`config.mk`:
```
export PLATFORM = sky130hd
export DESIGN_NAME = mag_cmp_chain
export DESIGN_NICKNAME = d
export VERILOG_FILES = /design/src/rtl/mag_cmp_chain.sv
export SDC_FILE = /design/constraint.sdc
export NUM_CORES = 1
export LEC_CHECK = 0
export BUFFER_PORTS_ARGS = -buffer_cell sky130_fd_sc_hd__buf_2
export CORE_AREA = 4 4 41 43
export DETAILED_ROUTE_END_ITERATION = 8
export DIE_AREA = 0 0 45 47
export PLACE_DENSITY = 0.41
export SYNTH_ARGS = -nofsm -noshare
export SYNTH_HDL_FRONTEND = slang
export SYNTH_SLANG_ARGS = --single-unit
export TNS_END_PERCENT = 20
```
`constraint.sdc`:
```
create_clock -name vclk -period 1.95
set_input_delay 0.585 -clock vclk [all_inputs]
set_output_delay 0.585 -clock vclk [all_outputs]
set_load 0.005 [all_outputs]
```
`src/rtl/mag_cmp_chain.sv`:
```
module mag_cmp_chain #(
  parameter int WIDTH = 8
) (
  input  logic [WIDTH-1:0] a_i,
  input  logic [WIDTH-1:0] b_i,
  output logic             gt_o,
  output logic             eq_o,
  output logic             lt_o
);
  localparam int NIB    = 4;
  localparam int STAGES = WIDTH / NIB;

  if (WIDTH < NIB || (WIDTH % NIB) != 0) begin : g_bad_width
    $error("mag_cmp_chain: WIDTH must be a positive multiple of 4");
  end

  logic [STAGES:0] gt_c, eq_c, lt_c;

  assign gt_c[0] = 1'b0;
  assign eq_c[0] = 1'b1;
  assign lt_c[0] = 1'b0;

  for (genvar s = 0; s < STAGES; s++) begin : g_stage
    logic [NIB-1:0] an, bn;
    logic           loc_gt, loc_eq, loc_lt;

    assign an     = a_i[s*NIB +: NIB];
    assign bn     = b_i[s*NIB +: NIB];
    assign loc_gt = an > bn;
    assign loc_lt = an < bn;
    assign loc_eq = an == bn;

    assign gt_c[s+1] = loc_gt | (loc_eq & gt_c[s]);
    assign lt_c[s+1] = loc_lt | (loc_eq & lt_c[s]);
    assign eq_c[s+1] = loc_eq & eq_c[s];
  end

  assign gt_o = gt_c[STAGES];
  assign eq_o = eq_c[STAGES];
  assign lt_o = lt_c[STAGES];
endmodule


```
After elaboration in Yosys (flattened, before gate mapping)
Index checks and enable logic that the tools add are counted.

Input port bits: 16. RAM bits: 0. Register bits after elaboration: 0. Memories: 0. Output and inout bits: 3. Logic and storage cells: 11. Latch bits: 0. Memory bits (read-only): 0.

Divide/modulo/power cells: 0. Equality and inequality tests: 2. Muxes and demuxes: 0. Add/subtract/negate cells: 0. $mul: 0. Shifts and indexed selects: 0. Reduce and logical (&&, ||, !) cells: 0. Bitwise gates (word level): 5. Magnitude comparators: 4.

Operators with widths (count): 4-bit == test (2); 4-bit > comparator (2); 4-bit < comparator (2); 1-bit bitwise AND (3); 1-bit OR (2).

Depth between registers and ports, before layout
Gate-level depths: netlist of the first run.

Depth in word-level cells: 3. Gate-level depth with buffers: 6. Mapped depth without buffers: 6.

Worst setup path before layout of the first run
No wires, ideal clock.

Path kind: input to output. Start point: in b_i[7]. End point: out gt_o. Stages on the path: 5. Data required time: 1.365 ns. Buffers on the path: 0. Arrival time: 1.359 ns. Slack: 0.006 ns. Cell sequence: inv_1 -> ha_1 -> nand4_2 -> a41oi_2 -> a22o_1.

Longest elaborated chain between the ends: 3. Elaborated cells between the ends (all ways): 4. Those cells by class: order compare: 1; eq/ne: 1; bitwise: 2.

Ends and longest elaborated chain: start, declared (RTL line 5) `input logic [WIDTH-1:0] b_i,`; parallel branches: the longest is 2 deep, another holds 4-bit > comparator; 1-bit OR * (RTL line 33) `assign gt_c[s+1] = loc_gt | (loc_eq & gt_c[s]);`; end, declared (RTL line 6) `output logic gt_o,`.

Mark *: on every way between the ends.

Final worst setup path of the first run
Start point: in a_i[3]. End point: out gt_o.

Longest elaborated chain between the ends: 3.

Ends and longest elaborated chain: start, declared (RTL line 4) `input logic [WIDTH-1:0] a_i,`; 4-bit > comparator (RTL line 29) `assign loc_gt = an > bn;`; 1-bit bitwise AND (RTL line 33); 1-bit OR (RTL line 33).

Every way passes these cells.

==> results of run 1 <==
## cells in the final DEF, fill, tap and decap left out, drive strengths merged
cell type / Yosys / routed
buf: 0 / 22
ha: 8 / 8
nor3: 1 / 1
nand2: 3 / 3
a22o: 1 / 1
nand4: 1 / 1
a41oi: 1 / 1
o21ai: 3 / 3
a21oi: 4 / 4
inv: 10 / 10
## per-stage QoR
step	setup TNS, ps	worst slack [ps]	power [W]
global placement	-601	-244	0.0000790
finish	-216	-133	0.000130
detailed placement	-573	-226	0.0000792
global route	-462	-189	0.000145
CTS	-316	-123	0.000125
floorplan	0	6.33	0.0000425
## layer usage
layer / vias up / GRT usage / share of wire
li1: 153 / - / -
met1: 130 / 0.0944 / 0.46
met2: 9 / 0.0989 / 0.46
met3: 0 / 0.00383 / 0.077
met4: 0 / 0 / 0
met5: - / 0 / 0
## kinds of logic after synthesis
| kind of cell | count (synthesis) |
|---|---|
| AO/OA/AOI/OAI | 9 |
| AND/OR/NAND/NOR | 5 |
| buffers and inverters | 10 |
| adder cells (fa/ha/maj) | 8 |
## worst max-delay path by stage
stage / start / endpoint / slack [ps] / depth (start not counted)
after detailed placement: a_i[7] / gt_o / -230 / 6
final: a_i[3] / gt_o / -130 / 6
after floorplan: b_i[7] / gt_o / 6 / 5
after global routing: b_i[6] / gt_o / -190 / 7
after CTS: a_i[4] / gt_o / -120 / 7
after global placement: a_i[7] / gt_o / -240 / 6
## worst max-delay path, cell delays in order
cell and delay, ps:
buf_2 110, ha_4 270, buf_4 100, a41oi_2 100, a22o_1 210, buf_2 120
## power breakdown
group / leakage, nW / switching, W / total, W / internal [W]
logic: 0.241 / 0.0000535 / 0.000130 / 0.0000765
registers: 0 / 0 / 0 / 0
clock network: 0 / 0 / 0 / 0
total: 0.241 / 0.0000535 / 0.000130 / 0.0000765
## layout make-up
class / instances / share of cell area
Tap cell: 15 / 0.0350
Multi-Input combinational cell: 22 / 0.582
Timing Repair Buffer: 22 / 0.313
Inverter: 10 / 0.0701
## repair_timing
action | in CTS | in global routing
resized for setup | 27 | 4
setup endpoints to repair | 3 | 3
pin swaps | 9 | 2
gates cloned | 0 | 0
==> results_dict.tcl, run 1 <==
set metrics [dict create \
    core_area_sq_um 1300 \
    cp_max_fo 3 \
    drc 0 \
    area_delta_synth_final_pct 136 \
    worst_slew_pin_slew_ps 142 \
    ir_drop_uv 83.6 \
    antenna_left 0 \
    leakagePower_nw 0.241 \
    synth_cell_types 9 \
    portBuffers 19 \
    synth_xor_area_frac 0 \
    status "finished with violations" \
    multi_input_area_sq_um 312 \
    finalSetupViolCount 3 \
    cp.arrival_ps 1500 \
    initial_core_util 0.174 \
    whs_ps 1650 \
    min_path_type "in2out" \
    via_per_inst 4.23 \
    required_ps 1360 \
    first_global_vias 254 \
    netlist.area_leader.share 0.442 \
    power_density_nw_per_um2 243 \
    syn_nets 56 \
    violations "negative setup slack" \
    drt_iter0_drc 2 \
    slew_viol_final 0 \
    routed_wl_um 625 \
    hpwl_um 505 \
    nFillCells 150 \
    rows 13 \
    final_cell_area_sq_um 536 \
    post-route-period-util 1.07 \
    synth.avg_cell_area_sq_um 7.08 \
    yosys.area_share.simple 0.127 \
    ioPinCount 19 \
    dieArea_sq_um 2120 \
    stdcell_count 69 \
    ys_warn_count 0 \
    nets 80 \
    muxShareOfSynthArea 0 \
    end_kind "output port" \
    postCtsHoldBufs 0 \
    grt_pass1_wl_mm 1.06 \
    synthCells 32 \
    drt_pass1_iterations 2 \
    grt_usage 0.0614 \
    die_w_um 45 \
    antenna_cells 0 \
    fin_ws_ps -133 \
    hold_depth 6 \
    antenna_found_initial 0 \
    yosys.area.top_type "ha_1" \
    yosysMostFrequentCell "inv_1" \
    wire_per_inst_um 9.06 \
    synth_seq_area_share 0 \
    rsz0062_at_grt "true" \
    synth_top_family_by_area "adder cells" \
    grt_overflow 0 \
    path_class "in2out" \
    synth_compound_area_frac 0.265 \
    max_freq_mhz 480 \
    dp.cells 69 \
    vias 292 \
    place.gp.congestion 0.693 \
    utilization 0.412 \
    start_kind "input pin" \
    seq_area_sq_um 0 \
    synth_area_leaders "ha_1 (44%), inv_1 (17%), a21oi_1 (8.8%), a41oi_2 (7.2%), o21ai_0 (6.6%)" \
    cts_setup_buffers 0 \
    synth_adder_area_share 0.442 \
    n_sequential_cell 0 \
    nClkBuffers 0 \
    min_period_ps 2080 \
    synth_common_cells "inv_1 (10), ha_1 (8), a21oi_1 (4)" \
    grt_max_degree 5 \
    holdPathEnd "lt_o" \
    slew_headroom 0.905 \
    drive_gt1_frac 0.796 \
    post_dp_cell_area_sq_um 363 \
    synth_area_sq_um 226 \
    chipHeight_um 47 \
    drv_cap 0 \
    hold_viol 0 \
    worstHoldStart "a_i[7]" \
]
(Power assumes the default switching activity.)
==> inputs of run 2 (changes only) <==
GPL_TIMING_DRIVEN = 0   (was default)
PLACE_DENSITY = 0.4   (was 0.41)
clock period = 2.25 ns   (was 1.95 ns; I/O delays follow)
==> results_dict.tcl, run 2 (synthesized netlist as in run 1, its figures left out) <==
set metrics [dict create \
    status "finished with violations" \
    violations "negative setup slack" \
    slew_headroom 0.908 \
    ioPinCount 19 \
    nClkBuffers 0 \
    cts_setup_buffers 0 \
    required_ps 1570 \
    use_met3 0.00383 \
    drive_gt1_frac 0.765 \
    p_sw_w 0.0000475 \
    area_delta_synth_final_pct 118 \
    drt_iter0_drc 0 \
    top_usage_layer "met2" \
    cpMostUsedCell "buf_2" \
    place.gp.congestion 0.549 \
    rsz0062_at_grt "true" \
    first_global_vias 269 \
    nets 77 \
    p_sw_frac 0.446 \
    p_int_w 0.0000589 \
    end_kind "output port" \
    pwr-share-seq 0 \
    antenna_cells 0 \
    p_clk_frac 0 \
    die_w_um 45 \
    cp_cell_sequence "buf_2 > inv_1 > ha_4 > a21oi_4 > o21ai_2 > a22o_1 > buf_2" \
    min_period_ps 2260 \
    cp_max_fo 3 \
    power_density_nw_per_um2 216 \
    dp.cells 66 \
    via_per_inst 4.12 \
    pwr-share-comb 1.000 \
    grt_max_degree 5 \
    start_kind "input pin" \
    use_met2 0.127 \
    multi_input_area_sq_um 305 \
    rows 13 \
    vias 272 \
    wire_per_inst_um 9.94 \
    post-route-period-util 1.00 \
    layout_commonest_cell "buf_2" \
    cp-startpoint "b_i[3]" \
    antenna_found_initial 0 \
    fin_ws_ps -8.03 \
    ir_drop_uv 67.2 \
    slowest_delay_ps 220 \
    min_path_type "in2out" \
    max_freq_mhz 443 \
    grt_usage 0.0700 \
    initial_core_util 0.174 \
    dieArea_sq_um 2120 \
    postCtsHoldBufs 0 \
    most-common-layout-cells "buf_2 (14), ha_4 (6), inv_1 (5), buf_6 (5)" \
    drv_cap 0 \
    grt_pass1_wl_mm 1.15 \
    nFillCells 144 \
    leakagePower_nw 0.224 \
    drt_pass1_iterations 1 \
    worstHoldStart "a_i[7]" \
    finalSetupViolCount 1 \
    path_class "in2out" \
    slew_viol_final 0 \
    worst_slew_pin_slew_ps 137 \
    drc 0 \
    seq_area_sq_um 0 \
    cp.arrival_ps 1580 \
    portBuffers 19 \
    hpwl_um 492 \
    core_area_sq_um 1300 \
    routed_wl_um 656 \
    critPathCapture "gt_o" \
    n_sequential_cell 0 \
    slowest_stage "ha_4" \
    grtUsageMet1 0.0966 \
    hold_viol 0 \
    grt_overflow 0 \
    stdcell_count 66 \
    antenna_left 0 \
    p_total_w 0.000106 \
    chipHeight_um 47 \
]
## run 2: cell count changes in the layout (fill, tap and decap cells not counted), sizes merged
cell,change
buf,-3
## run 2: worst max-delay path, delay by kind of cell
| family | cells | cell delay (ps) |
|---|---|---|
| AOI/OAI and AO/OA | 3 | 380 |
| adders and majority gates | 1 | 220 |
| buffers and inverters | 3 | 290 |
## run 2: timing repair
action / CTS / global route
resized for setup: 24 / 7
setup endpoints to repair: 3 / 3
pin swaps: 9 / 4
## run 2: power by group through the flow
stage	clock [W]	sequential, W	combinational (W)
final	0	0	0.000106
after global routing	0	0	0.000119
after global placement	0	0	0.0000621
after detailed placement	0	0	0.0000617
after CTS	0	0	0.0000966
after floorplan	0	0	0.0000368
## run 2: final cells by class
cell class	count	share of cell area
multi-input combinational	22	0.619
timing repair buffer	19	0.256
inverter	10	0.0863
tap	15	0.0381
## run 2: metrics by stage
stage | instance area (sq um) | TNS [ps] | util | hold WS (ps) | worst slack (ps)
2_1_floorplan | 226 | 0 | - | 1660 | 126
3_3_place_gp | 340 | -247 | 0.262 | 1870 | -129
3_5_place_dp | 340 | -275 | 0.262 | 1870 | -137
4_1_cts | 467 | -15.6 | 0.359 | 1830 | -15.6
5_1_grt | 493 | -82.4 | 0.379 | 1840 | -54.9
6_report | 493 | -8.03 | 0.379 | 1810 | -8.03
## run 2: worst min-delay path by stage
| stage | cells past startpoint | slack [ps] | end |
|---|---|---|---|
| 2_1_floorplan | 3 | 1660 | eq_o |
| 4_1_cts | 6 | 1830 | lt_o |
| 5_1_grt | 6 | 1840 | lt_o |
| 6_report | 6 | 1810 | lt_o |
| 3_3_place_gp | 5 | 1870 | eq_o |
| 3_5_place_dp | 5 | 1870 | eq_o |
## run 2: metal layers
metal  share of wire  up-vias
met3           0.069        0
met4               0        0
met1            0.40      117
li1                -      147
met5               0        -
met2            0.53        8
==> inputs of run 3 (changes only) <==
--- a/config.mk
+++ b/config.mk
@@ -8,5 +8,5 @@
 export BUFFER_PORTS_ARGS = -buffer_cell sky130_fd_sc_hd__buf_2
-export CORE_AREA = 4 4 41 43
+export CORE_AREA = 2 2 39 41
 export DETAILED_ROUTE_END_ITERATION = 8
-export DIE_AREA = 0 0 45 47
+export DIE_AREA = 0 0 41 43
 export GPL_TIMING_DRIVEN = 0
==> constraint.sdc (replaced) <==
create_clock -name vclk -period 2.25
set_input_delay 0.45 -clock vclk [all_inputs]
set_output_delay 0.45 -clock vclk [all_outputs]
set_load 0.005 [all_outputs]
==> results_dict.tcl, run 3 (synthesized netlist as in run 1, its figures left out) <==
set metrics [dict create \
    via_per_inst 3.78 \
    drt_pass1_iterations 1 \
    nets 77 \
    pre_cts_ws_ps 329 \
    met3WireLength_um 33 \
    pwr-share-comb 1.000 \
    leakagePower_nw 0.214 \
    drv_cap 0 \
    post_dp_cell_area_sq_um 342 \
    die_w_um 41 \
    end_kind "output port" \
    hold_viol 0 \
    routed_wl_um 461 \
    nFillCells 168 \
    seq_area_sq_um 0 \
    drc 0 \
    portBuffers 19 \
    initial_core_util 0.164 \
    p_clk_frac 0 \
    postCtsHoldBufs 0 \
    drive_gt1_frac 0.412 \
    min_period_ps 1920 \
    ir_drop_uv 39.6 \
    setup_tns_ps 0 \
    antenna_left 0 \
    p_int_w 0.0000317 \
    maxUsedRoutingLayer "met3" \
    vias 253 \
    worst_slew_pin_slew_ps 217 \
    rsz0062_at_grt "false" \
    hpwl_um 435 \
    core_area_sq_um 1380 \
    dp.cells 67 \
    grt_usage 0.0559 \
    post-route-period-util 0.855 \
    pwr-share-seq 0 \
    met1_length_um 241 \
    most-common-layout-cells "buf_2 (19), inv_1 (10), ha_1 (8)" \
    finalSetupViolCount 0 \
    power_density_nw_per_um2 178 \
    layout_commonest_cell "buf_2" \
    p_sw_w 0.0000290 \
    min_path_type "in2out" \
    ioPinCount 19 \
    antenna_cells 0 \
    stdcell_count 67 \
    first_global_vias 233 \
    required_ps 1800 \
    cts_setup_buffers 0 \
    slew_viol_final 0 \
    whs_ps 1420 \
    fin_ws_ps 325 \
    dieArea_sq_um 1760 \
    routed-wl-met2_um 186 \
    grt_max_degree 5 \
    nClkBuffers 0 \
    rows 14 \
    p_sw_frac 0.477 \
    place.gp.congestion 0.661 \
    chipHeight_um 43 \
    path_class "in2out" \
    final_cell_area_sq_um 342 \
    grt_pass1_wl_um 765 \
    cp_max_fo 3 \
    start_kind "input pin" \
    max_freq_mhz 520 \
    cts-resized-gates 0 \
    slew_headroom 0.854 \
    wire_per_inst_um 6.88 \
    n_sequential_cell 0 \
    antenna_found_initial 0 \
    status "finished, final reports clean" \
    grt_overflow 0 \
    drt_iter0_drc 0 \
    area_delta_synth_final_pct 50.8 \
    cp.arrival_ps 1470 \
]
==> run 3: per-stage QoR <==
step,total power (W),utilization
detailed placement,0.0000613,0.247
global placement,0.0000613,0.247
CTS,0.0000620,0.247
finish,0.0000607,0.247
floorplan,0.0000368,-
global route,0.0000706,0.247
==> run 3: power by group through the flow <==
stage,Sequential [W],Clock [W],Combinational [W]
floorplan,0,0,0.0000368
global route,0,0,0.0000706
detailed placement,0,0,0.0000613
global placement,0,0,0.0000613
CTS,0,0,0.0000620
finish,0,0,0.0000607
==> run 3: per-layer routing <==
layer | up-vias | GRT usage
met5 | - | 0
met4 | 0 | 0
met3 | 0 | 0
met2 | 9 | 0.0938
met1 | 97 | 0.0823
li1 | 147 | -
==> run 3: final timing paths <==
path	endpoint	cells past startpoint	slack, ps	startpoint
worst max-delay path	gt_o	6	330	a_i[7]
worst min-delay path	eq_o	5	1420	b_i[0]
==> run 3: critical path, cell delays in order <==
cell and delay (ps):
buf_2 100, ha_1 320, a21oi_1 140, o21ai_0 120, a22o_1 220, buf_2 120
==> run 3: layout make-up <==
class                      instances  area [sq um]  area share
timing repair buffer              19          95.1       0.278
multi-input combinational         22           189       0.553
tap                               16          20.0      0.0586
inverter                          10          37.5       0.110
